<file path="src/rtl/dbg_seq_pkg.sv">
package dbg_seq_pkg;
  localparam int WORD_W = 16;
  localparam int ADDR_W = 2 * WORD_W;
  localparam int DATA_W = 2 * WORD_W;
  localparam int BYTE_W = 8;
  localparam int RSP_W  = WORD_W + 1;

  typedef enum logic [2:0] {
    ST_OPC,   // awaiting opcode
    ST_AHI,   // awaiting upper address half
    ST_ALO,   // awaiting lower address half
    ST_BUSY,  // bus read outstanding
    ST_RLO    // low result half pending
  } seq_st_e;

  typedef enum logic {
    SZ_BYTE = 1'b0,
    SZ_LONG = 1'b1
  } bus_sz_e;

  typedef struct packed {
    logic              status;
    logic [WORD_W-1:0] data;
  } rsp_t;

  localparam logic [WORD_W-1:0] OPC_RD_LONG = 16'h1980;
  localparam logic [WORD_W-1:0] OPC_RD_BYTE = 16'h1900;

  localparam rsp_t RSP_NOT_READY = '{status: 1'b1, data: 16'h0000};
  localparam rsp_t RSP_ILLEGAL   = '{status: 1'b1, data: 16'hFFFF};
  localparam rsp_t RSP_DONE      = '{status: 1'b0, data: 16'hFFFF};
  localparam rsp_t RSP_BERR      = '{status: 1'b1, data: 16'h0001};
endpackage

</file>
<file path="src/rtl/dbg_op_decode.sv">
module dbg_op_decode
  import dbg_seq_pkg::*;
(
  input  logic [WORD_W-1:0] opc_i,
  output logic              legal_o,
  output bus_sz_e           size_o
);
  always_comb begin
    legal_o = 1'b1;
    size_o  = SZ_LONG;
    case (opc_i)
      OPC_RD_LONG: size_o = SZ_LONG;
      OPC_RD_BYTE: size_o = SZ_BYTE;
      default:     legal_o = 1'b0;
    endcase
  end
endmodule

</file>
<file path="src/rtl/dbg_bus_rd.sv">
module dbg_bus_rd
  import dbg_seq_pkg::*;
(
  input  logic              clk_i,
  input  logic              rst_ni,
  input  logic              start_i,
  input  logic [ADDR_W-1:0] addr_i,
  input  bus_sz_e           size_i,
  output logic              bus_req_o,
  output logic [ADDR_W-1:0] bus_addr_o,
  output bus_sz_e           bus_size_o,
  input  logic              bus_ack_i,
  input  logic              bus_err_i,
  input  logic [DATA_W-1:0] bus_rdata_i,
  output logic              done_o,
  output logic              err_o,
  output logic [DATA_W-1:0] data_o
);
  logic              req_q;
  logic [ADDR_W-1:0] addr_q;
  bus_sz_e           size_q;

  assign done_o = req_q & (bus_ack_i | bus_err_i);
  assign err_o  = bus_err_i;

  always_ff @(posedge clk_i or negedge rst_ni) begin
    if (!rst_ni) begin
      req_q  <= 1'b0;
      addr_q <= '0;
      size_q <= SZ_LONG;
    end else if (start_i && !req_q) begin
      req_q  <= 1'b1;
      addr_q <= addr_i;
      size_q <= size_i;
    end else if (done_o) begin
      req_q  <= 1'b0;
    end
  end

  // byte reads return zero-extended low byte
  always_comb begin
    if (size_q == SZ_LONG) data_o = bus_rdata_i;
    else                   data_o = {{(DATA_W-BYTE_W){1'b0}}, bus_rdata_i[BYTE_W-1:0]};
  end

  assign bus_req_o  = req_q;
  assign bus_addr_o = addr_q;
  assign bus_size_o = size_q;
endmodule

</file>
<file path="src/rtl/dbg_cmd_seq.sv">
module dbg_cmd_seq
  import dbg_seq_pkg::*;
(
  input  logic              clk_i,
  input  logic              rst_ni,
  input  logic              xfer_valid_i,
  input  logic [WORD_W-1:0] xfer_word_i,
  output logic              rsp_status_o,
  output logic [WORD_W-1:0] rsp_data_o,
  output logic              bus_req_o,
  output logic [ADDR_W-1:0] bus_addr_o,
  output logic              bus_size_o,
  input  logic              bus_ack_i,
  input  logic              bus_err_i,
  input  logic [DATA_W-1:0] bus_rdata_i
);
  seq_st_e           state_q;
  rsp_t              rsp_q;
  logic [WORD_W-1:0] ahi_q;
  logic [WORD_W-1:0] rlo_q;
  bus_sz_e           size_q;

  logic              op_legal;
  bus_sz_e           op_size;
  logic              rd_start;
  logic              rd_done;
  logic              rd_err;
  logic [DATA_W-1:0] rd_data;
  bus_sz_e           bus_size;

  dbg_op_decode u_dec (
    .opc_i   (xfer_word_i),
    .legal_o (op_legal),
    .size_o  (op_size)
  );

  assign rd_start = (state_q == ST_ALO) && xfer_valid_i;

  dbg_bus_rd u_rd (
    .clk_i       (clk_i),
    .rst_ni      (rst_ni),
    .start_i     (rd_start),
    .addr_i      ({ahi_q, xfer_word_i}),
    .size_i      (size_q),
    .bus_req_o   (bus_req_o),
    .bus_addr_o  (bus_addr_o),
    .bus_size_o  (bus_size),
    .bus_ack_i   (bus_ack_i),
    .bus_err_i   (bus_err_i),
    .bus_rdata_i (bus_rdata_i),
    .done_o      (rd_done),
    .err_o       (rd_err),
    .data_o      (rd_data)
  );

  assign bus_size_o = bus_size;

  always_ff @(posedge clk_i or negedge rst_ni) begin
    if (!rst_ni) begin
      state_q <= ST_OPC;
      rsp_q   <= RSP_DONE;
      ahi_q   <= '0;
      rlo_q   <= '0;
      size_q  <= SZ_LONG;
    end else begin
      case (state_q)
        ST_OPC: if (xfer_valid_i) begin
          if (op_legal) begin
            size_q  <= op_size;
            rsp_q   <= RSP_NOT_READY;
            state_q <= ST_AHI;
          end else begin
            rsp_q   <= RSP_ILLEGAL;  // stay: next word is a new opcode
          end
        end
        ST_AHI: if (xfer_valid_i) begin
          ahi_q   <= xfer_word_i;
          rsp_q   <= RSP_NOT_READY;
          state_q <= ST_ALO;
        end
        ST_ALO: if (xfer_valid_i) begin
          rsp_q   <= RSP_NOT_READY;
          state_q <= ST_BUSY;
        end
        ST_BUSY: if (rd_done) begin  // host words ignored here
          if (rd_err) begin
            rsp_q   <= RSP_BERR;
            state_q <= ST_OPC;
          end else if (size_q == SZ_LONG) begin
            rsp_q   <= '{status: 1'b0, data: rd_data[DATA_W-1:WORD_W]};
            rlo_q   <= rd_data[WORD_W-1:0];
            state_q <= ST_RLO;
          end else begin
            rsp_q   <= '{status: 1'b0, data: rd_data[WORD_W-1:0]};
            state_q <= ST_OPC;
          end
        end
        ST_RLO: if (xfer_valid_i) begin
          rsp_q   <= '{status: 1'b0, data: rlo_q};
          state_q <= ST_OPC;
        end
        default: state_q <= ST_OPC;
      endcase
    end
  end

  assign rsp_status_o = rsp_q.status;
  assign rsp_data_o   = rsp_q.data;
endmodule

</file>
<file path="config.mk">
export PLATFORM = sky130hd
export DESIGN_NAME = dbg_cmd_seq
export DESIGN_NICKNAME = d
export VERILOG_FILES = /design/src/rtl/dbg_seq_pkg.sv /design/src/rtl/dbg_op_decode.sv /design/src/rtl/dbg_bus_rd.sv /design/src/rtl/dbg_cmd_seq.sv
export SDC_FILE = /design/constraint.sdc
export NUM_CORES = 1
export LEC_CHECK = 0
export BUFFER_PORTS_ARGS = -buffer_cell sky130_fd_sc_hd__buf_2
export CAP_MARGIN = 30
export CORE_MARGIN = 4
export CORE_UTILIZATION = 59
export CTS_BUF_LIST = sky130_fd_sc_hd__clkbuf_2 sky130_fd_sc_hd__clkbuf_4 sky130_fd_sc_hd__clkbuf_8
export DETAILED_ROUTE_END_ITERATION = 6
export MAX_ROUTING_LAYER = met4
export PLACE_DENSITY = 0.87
export SYNTH_ARGS = -nofsm -noshare
export SYNTH_HDL_FRONTEND = slang
export SYNTH_HIERARCHICAL = 1
export SYNTH_SLANG_ARGS = --single-unit
</file>
<file path="constraint.sdc">
create_clock -name clk_i -period 3.8 [get_ports clk_i]
set_clock_uncertainty 0.2 [all_clocks]
set_input_delay 0.38 -clock clk_i [delete_from_list [all_inputs] [get_ports clk_i]]
set_output_delay 0.38 -clock clk_i [all_outputs]
set_load 0.02 [all_outputs]
</file>
==> results of run 1 <==
flip-flops by register name (all words and copies together) (netlist names):
register and cells:
u_rd/bus_size_o 1, state_q 3, u_rd/bus_req_o 1, rlo_q 16, rsp_status_o 1, size_q 1, u_rd/bus_addr_o 32, ahi_q 16
rsp_data_o 16
where the power goes:
part / leakage (nW) / internal [W] / total [W] / switching, W
logic: 1.13 / 0.000673 / 0.00139 / 0.000715
clock network: 0.130 / 0.000505 / 0.000844 / 0.000338
registers: 1.07 / 0.00133 / 0.00157 / 0.000232
per-stage QoR:
stage / std cells / power (W)
finish: 514 / 0.00380
global route: 514 / 0.00400
global placement: 495 / 0.00290
detailed placement: 496 / 0.00297
floorplan: 317 / 0.00254
CTS: 513 / 0.00382
cell usage in the layout (no fill, tap or decap), types with 2 or more instances in the layout:
master / n
sky130_fd_sc_hd__a21oi_1: 2
sky130_fd_sc_hd__a22oi_1: 2
sky130_fd_sc_hd__and2_1: 24
sky130_fd_sc_hd__buf_2: 102
sky130_fd_sc_hd__buf_4: 7
sky130_fd_sc_hd__bufinv_16: 4
sky130_fd_sc_hd__clkbuf_8: 9
sky130_fd_sc_hd__clkinv_4: 2
sky130_fd_sc_hd__dfrtp_1: 69
sky130_fd_sc_hd__dfstp_2: 18
sky130_fd_sc_hd__inv_1: 3
sky130_fd_sc_hd__mux2_2: 38
sky130_fd_sc_hd__mux2_4: 29
sky130_fd_sc_hd__mux2i_1: 15
sky130_fd_sc_hd__nand2_1: 19
sky130_fd_sc_hd__nand2b_1: 3
sky130_fd_sc_hd__nor2_1: 8
sky130_fd_sc_hd__nor2b_1: 2
sky130_fd_sc_hd__nor4b_2: 2
sky130_fd_sc_hd__o21ai_0: 12
sky130_fd_sc_hd__o21ai_1: 5
sky130_fd_sc_hd__o22a_1: 9
sky130_fd_sc_hd__o22a_2: 10
synth_stat cells (2+ instances only):
library cell	instances	area (µm²)
sky130_fd_sc_hd__dfrtp_1	69	1730
sky130_fd_sc_hd__nor4b_2	2	30.0
sky130_fd_sc_hd__clkbuf_1	2	7.51
sky130_fd_sc_hd__nor2_1	8	30.0
sky130_fd_sc_hd__o22a_2	10	100
sky130_fd_sc_hd__nand2_1	19	71.3
sky130_fd_sc_hd__dfstp_2	18	473
sky130_fd_sc_hd__o22a_1	9	78.8
sky130_fd_sc_hd__o21ai_1	5	25.0
sky130_fd_sc_hd__buf_6	6	67.6
sky130_fd_sc_hd__inv_1	3	11.3
sky130_fd_sc_hd__mux2_2	38	428
sky130_fd_sc_hd__nor2b_1	3	18.8
sky130_fd_sc_hd__buf_4	12	90.1
sky130_fd_sc_hd__buf_2	6	30.0
sky130_fd_sc_hd__o21ai_0	12	60.1
sky130_fd_sc_hd__nand2b_1	3	18.8
sky130_fd_sc_hd__mux2_4	29	435
sky130_fd_sc_hd__a21oi_1	2	10.0
sky130_fd_sc_hd__mux2i_1	15	150
sky130_fd_sc_hd__a22oi_1	2	15.0
sky130_fd_sc_hd__and2_1	24	150
cells by family (layout without fill, tap and decap cells):
group | after synthesis | in the layout
fa+ha+maj | 1 | 1
mux | 82 | 82
buf+inv | 30 | 131
compound gates | 45 | 45
simple gates | 72 | 72
flops | 87 | 87
worst max-delay path: cells and delay by family, from the launching register on:
family	cells	cell delay (ns)
muxes	1	0.37
DFF	1	0.52
buffers and inverters	1	0.37
and+or+nand+nor	4	0.81
metal layers:
metal | track usage [%] | routed length (µm)
met3 | 5.44 | 516
met1 | 28.4 | 3810
met4 | 4.95 | 49
met5 | - | 0
met2 | 36.3 | 4530
how the worst max path moves through the flow:
stage	start	endpoint	cells after the start
4_1_cts	state_q[0]	u_rd/bus_addr_o[25]	6
5_1_grt	state_q[0]	u_rd/bus_addr_o[25]	6
2_1_floorplan	u_rd/bus_req_o	rlo_q[10]	5
6_report	state_q[0]	u_rd/bus_addr_o[25]	6
3_5_place_dp	state_q[0]	u_rd/bus_addr_o[25]	6
3_3_place_gp	state_q[0]	u_rd/bus_addr_o[26]	6
layout make-up:
cell class	instances	area share, %
Tap cell	96	2.40
Sequential cell	87	43.9
Multi-Input combinational cell	200	36.0
Clock buffer	9	2.47
Inverter	3	0.225
Clock inverter	7	2.89
Timing Repair Buffer	112	12.2
==> summary.md, run 1 <==
Layout net count: 466. The register bit total from synthesis is 87. Setup repair after global routing left no endpoint under its margin. The later pin in the worst-skew pair is clocked with a latency of 0.35 ns. The run gives 2809 as the total number of vias. The count of nets left with antenna violations once routing finished came out at 0.

The fraction of layout instances using a drive strength above 1 came out at 55.5%. Of the total synthesized cell area, the portion taken by full adders, half adders and majority gates is 0.238%. The logs give 2954 for the number of global-route vias before repair and 73.0% for the share of the core filled with cells in the final layout. Wire length reported by the detailed router: 8910 µm. The slowest stage of the critical path is the sky130_fd_sc_hd__dfrtp_1 cell.

During I/O placement, the number of pins put on the boundary was 104. The sequential standard cell area was 2200 µm². Multiplexer cells account for 24.1% of the synthesized area. Yosys printed 6 warnings. Once the floorplan was initialized, standard cells occupied 61.2% of the core. Setup-violating endpoint count in the final report: 0. Counting the buffers created by CTS gives 9. Summed over all failing endpoints, the final setup total negative slack is 0 ns. The sort of element at the start of the critical path is a flip-flop. The worst hold path was traced through 2 stages.

The most used flip-flop cell after synthesis is sky130_fd_sc_hd__dfrtp_1. Sequential elements use 52.3% of the synthesized area. The first-iteration detailed-routing DRC count came out at 151. The mapped cell area is 4210 µm². The run gives 1.42 ns as the post-placement worst setup slack. The run gives 22.2% as the total global-route track usage. Maximum fanout along the worst path: 17.

The signal on the critical path passes through and2b_1 -> nand2_1 -> nor2_1 -> nor2b_4 -> buf_4 -> mux2_2. A synthesized cell averages 13.3 µm². The worst flop-to-flop path endpoint is u_rd/bus_addr_o[25].

Once placement finished, the instance area stood at 4720 µm². Counting every net in the synthesized netlist gives 370. The number of flops mapped to enable cells by yosys is 0, and the standby leakage power is 2.33 nW.

Measured along the x axis, the die boundary spans 92.4 µm. The layout overhead on the synthesized area was 19.3%. Global-route wire length before repair: 14600 µm. The run finished with clean final reports.

For this run, asynchronously set or reset flops after synthesis account for 100%. The power per standard cell area was 757 nW/µm². TritonCTS built the clock tree.

The tools report the sum of net half-perimeters after detailed placement as 6170 µm. Summing the areas of all xor and xnor instances in the mapped netlist gives 0% of the synthesized area. The worst hold path terminates at rlo_q[0].

The total overflow reported by the global router is 0, and the via density per instance is 5.46. Maximum clock insertion buffer count: 2. In the finished design, the share of the clock period the worst path needs comes to 62.7%.

STA classifies the critical path endpoint as a flip-flop. Count of hold-fix buffers inserted at cts: 1. The startpoint identified for the worst register-to-register timing path is state_q[0]. For the worst setup path, the data required time is 3.84 ns. The standard cell core area was 6870 µm²; the max-slew headroom at the worst pin was 56.4%.

After clock tree synthesis, the setup repair step added 0 buffers. The largest family of logic cells by synthesized area was multiplexers. The total count of hold-check failures in the final report was 0; the pin count of the biggest net entering global routing was 51.

The worst setup path is of the flip-flop to flip-flop kind. For this run, design rule violations remaining after detail routing come to 0. The largest single stage delay on the critical path is 0.52 ns.

The tools report the number of unique standard cell types used by synthesis as 42. The tightest hold path in the finished design has a slack of 0.0753 ns. The logs give 0.817 for the routability congestion estimate and 8540 µm² for the full die area. The number of optimization iterations in the first detailed-route pass is 4, and the area used by multi-input combinational logic is 1800 µm².

At the pin with the least slew margin, the transition time is 0.653 ns. The class of the worst hold path is input port to flip-flop. The H-tree generated during clock tree synthesis spans 3 levels.

Final setup slack of the worst path: 1.42 ns. The clock-pin slew on the worst setup and hold paths works out to 0.09 ns. 0 antenna diodes ended up in the layout. The synthesized netlist devotes 10.3% of its cell area to simple gates. Across the run, the number of max-cap violations was 0. Average detailed-routed wire length per instance: 17.3 µm.

Gates resized during post-CTS repair numbered 0. The TritonCTS sink count was 87. The setup check on the worst reg-to-reg path leaves a slack of 1.42 ns.

The cell area after layout came out at 5010 µm². For the placement row count, the log shows 30. IR analysis of the VDD net gives a maximum drop of 474 µV. The synthesized netlist devotes 8.06% of its cell area to compound gates.

The number of cells on the worst reg-to-reg path works out to 6. The number of pins with negative max-slew slack in the final report is 0. Measured along the y axis, the die boundary spans 92.4 µm. In this run the most critical hold path is launched from bus_rdata_i[0]. Data on the critical path arrives at its endpoint at 2.42 ns. Port buffering added 103 buffers. In the synthesized netlist, the number of instances is 317.

The number of antenna violations at the first check in global routing was 0. The CTS root buffer is sky130_fd_sc_hd__clkbuf_8. Based on the critical path, the design can be clocked at up to 0.419 GHz. Counting I/O delays and the setup requirement, the final critical path takes 2.38 ns.

For the number of fill cells in the layout, the log shows 469.
(Power assumes the default switching activity.)
==> inputs of run 2 (changes only) <==
--- a/config.mk
+++ b/config.mk
@@ -8,11 +8,11 @@
 export BUFFER_PORTS_ARGS = -buffer_cell sky130_fd_sc_hd__buf_2
 export CAP_MARGIN = 30
 export CORE_MARGIN = 4
-export CORE_UTILIZATION = 59
+export CORE_UTILIZATION = 50
 export CTS_BUF_LIST = sky130_fd_sc_hd__clkbuf_2 sky130_fd_sc_hd__clkbuf_4 sky130_fd_sc_hd__clkbuf_8
 export DETAILED_ROUTE_END_ITERATION = 6
 export MAX_ROUTING_LAYER = met4
-export PLACE_DENSITY = 0.87
+export PLACE_DENSITY = 0.79
 export SYNTH_ARGS = -nofsm -noshare
 export SYNTH_HDL_FRONTEND = slang
 export SYNTH_HIERARCHICAL = 1
==> constraint.sdc (replaced) <==
create_clock -name clk_i -period 1.93 [get_ports clk_i]
set_clock_uncertainty 0.2 [all_clocks]
set_input_delay 0.193 -clock clk_i [delete_from_list [all_inputs] [get_ports clk_i]]
set_output_delay 0.193 -clock clk_i [all_outputs]
set_load 0.02 [all_outputs]
==> run 2 against run 1 <==
Net effect:
- sequential power increased by 95%
- total power increased by 93%
- largest power group unchanged
- critical path type is now input port to flip-flop
- final area increased by 8.7%
- via count increased by 5.1%
==> summary.md, run 2 (synthesis gave the netlist of run 1 again) <==
The flow ran to the end, and the final reports show no timing, DRC or antenna violations. Summed over all layers, the routed wires come to 9610 µm. The effective utilization at floorplan is 51.2%, and the clock group share of total power is 16.4%. STA classifies the critical path endpoint as a flip-flop. Setup violations remaining at the end of the flow were counted as 0. The final total negative setup slack came out at 0 ns. TritonCTS built the clock tree. The count of buffers added on input and output ports is 103. The initialized floorplan defines 33 standard-cell rows. The standby leakage power was 2.55 nW.

In this run the standard cell core region covers 8220 µm². Hold is met by 0.0209 ns. The global-route wire length before repair was 15500 µm.

The library cell used most frequently in the layout, excluding fill and tap cells, is sky130_fd_sc_hd__buf_2. The number of fill cells in the layout was 636. Data on the critical path arrives at its endpoint at 1.96 ns. The clock passes through at most 2 buffers. The class of the worst hold path was input port to flip-flop. In the layout the commonest cells are sky130_fd_sc_hd__buf_2 (99), sky130_fd_sc_hd__dfrtp_1 (68), sky130_fd_sc_hd__mux2_2 (38). The average detailed-routed wire length per instance was 17.0 µm; the sum of net half-perimeters after detailed placement was 6420 µm. The run gives 3136 as the number of global-route vias before repair. The type of the worst setup path is input port to flip-flop.

Worst-margin pin slew: 0.424 ns. The worst pin sits at a relative slew slack of 71.8%. The maximum fanout along the worst path was 8; the clock-pin slew on the worst setup and hold paths was 0.08 ns. The internal power component was 0.00474 W.

The die covers 9940 µm². The die span in x is 99.7 µm. In the routed design, unresolved DRC markers number 0. After layout, the worst path uses 96.7% of the clock period. Once routing completed, OpenROAD measured the worst setup slack at 0.0630 ns. Sequential cells account for 41.8% of the total power. Timing analysis after detailed placement gives a worst setup slack of -0.0191 ns.

The first detailed-routing pass ran for 4 iterations. The number of antenna diodes in the final layout is 0. The CTS root buffer was sky130_fd_sc_hd__clkbuf_8.

TritonCTS created 9 clock buffers. Vertical die dimension: 99.7 µm. Pin placement for this block handled 104 I/O pins. Via density per instance: 5.23.

The number of pins with negative max-slew slack in the final report was 0; the TritonCTS sink count was 87. The instance area after placement is 4920 µm², and the flip-flop count of the largest register, all copies and words added is 32. The post-route netlist has 55.3% of its cells at a drive strength greater than 1. The detailed router finished its first iteration with 91 violations. Once layout is done, the placed cells without fillers occupy 5450 µm².

The data required time of the worst path was 2.02 ns. VDD sags by at most 903 µV. Across the run, the number of max-cap violations was 0. The clock period minus worst slack is 1.87 ns, and the clock network latency to the later pin of the worst-skew pair is 0.35 ns.

Number of antenna violations at the first check in global routing: 0. The pin count of the biggest net entering global routing is 42. The detail route stage leaves a number of antenna-violating nets equal to 0. The tools report the total global-route track usage as 20.2%. The power per standard cell area was 1340 nW/µm². In this run, the combinational gates consume 41.8% of the power.

Cells fill 66.3% of the core in the end. The analysis attributes to net switching a power of 0.00258 W. For this run, the top clock speed supported by timing is 0.536 GHz. The layout overhead on the synthesized area was 29.6%; the H-tree depth was 3. After global routing the overflow that remains totals 0. In this run switching power makes up 35.2% of total power.

Total count of hold-check failures in the final report: 0. The congestion estimate from routability-driven global placement came to 0.766. The run gives 2952 as the total number of vias. At the end of the flow, the number of nets in the layout was 507. STA classifies the critical path startpoint as an input port.
run 2: cell count changes in the layout (fill, tap and decap cells not counted), moves of 3 or more:
| cell | before | now |
|---|---|---|
| sky130_fd_sc_hd__dlygate4sd3_1 | 1 | 24 |
| sky130_fd_sc_hd__bufinv_16 | 4 | 0 |
| sky130_fd_sc_hd__buf_4 | 7 | 18 |
| sky130_fd_sc_hd__buf_2 | 102 | 99 |
| sky130_fd_sc_hd__buf_12 | 0 | 6 |
run 2: routing by layer:
layer  GRT usage (%)  wire [µm]
met5               -          0
met4            6.20        112
met3            4.21        566
met2            31.8       4680
met1            26.3       4260
run 2: path summary, 6_finish.rpt:
check / from / endpoint / slack [ns] / cells past startpoint
max: xfer_word_i[8] / rsp_data_o[13] / 0.06 / 7
min: bus_rdata_i[15] / rlo_q[15] / 0.02 / 3
max reg2reg: size_q / rlo_q[11] / 0.07 / 4
min reg2reg: ahi_q[4] / u_rd/bus_addr_o[20] / 0.31 / 1
max in group asynchronous: rst_ni / rsp_data_o[9] / 0.77 / 3
min in group asynchronous: rst_ni / rlo_q[3] / 0.11 / 2
run 2: final cells by class:
class / instances / area (µm²) / area share, %
inverters: 3 / 13.8 / 0.253
flip-flops and latches: 87 / 2200 / 40.4
well taps: 105 / 131 / 2.41
repair buffers: 153 / 1070 / 19.7
multi-input cells: 200 / 1840 / 33.8
clock buffers: 13 / 166 / 3.05
clock inverters: 3 / 17.5 / 0.321
run 2: critical path: stages:
cell and delay [ns]:
sky130_fd_sc_hd__dlygate4sd3_1 0.58, sky130_fd_sc_hd__nor4b_4 0.20, sky130_fd_sc_hd__and4_1 0.24, sky130_fd_sc_hd__o21ai_1 0.09
sky130_fd_sc_hd__o22a_2 0.29, sky130_fd_sc_hd__clkbuf_16 0.18, sky130_fd_sc_hd__o22a_2 0.18
run 2: per-stage QoR:
step | cells | power, W
4_1_cts | 563 | 0.00726
3_5_place_dp | 521 | 0.00601
2_1_floorplan | 317 | 0.00501
5_1_grt | 564 | 0.00770
3_3_place_gp | 521 | 0.00591
6_report | 564 | 0.00732
run 2: power groups by stage:
stage | Clock, W | Combinational [W] | Sequential [W]
final | 0.00120 | 0.00306 | 0.00306
after floorplan | 0 | 0.00139 | 0.00363
after detailed placement | 0 | 0.00295 | 0.00306
after CTS | 0.00122 | 0.00299 | 0.00305
after global routing | 0.00128 | 0.00327 | 0.00315
after global placement | 0 | 0.00288 | 0.00303
run 2: timing repair:
| item | 4_1_cts | 5_1_grt |
|---|---|---|
| pin swaps | 0 | 4 |
| buffers inserted | 0 | 2 |
| hold buffers | 26 | 0 |
| hold endpoints to repair | 126 | 0 |
| cloned | 0 | 2 |
| gates resized for setup | 1 | 12 |
| endpoints found under the setup margin | 1 | 32 |
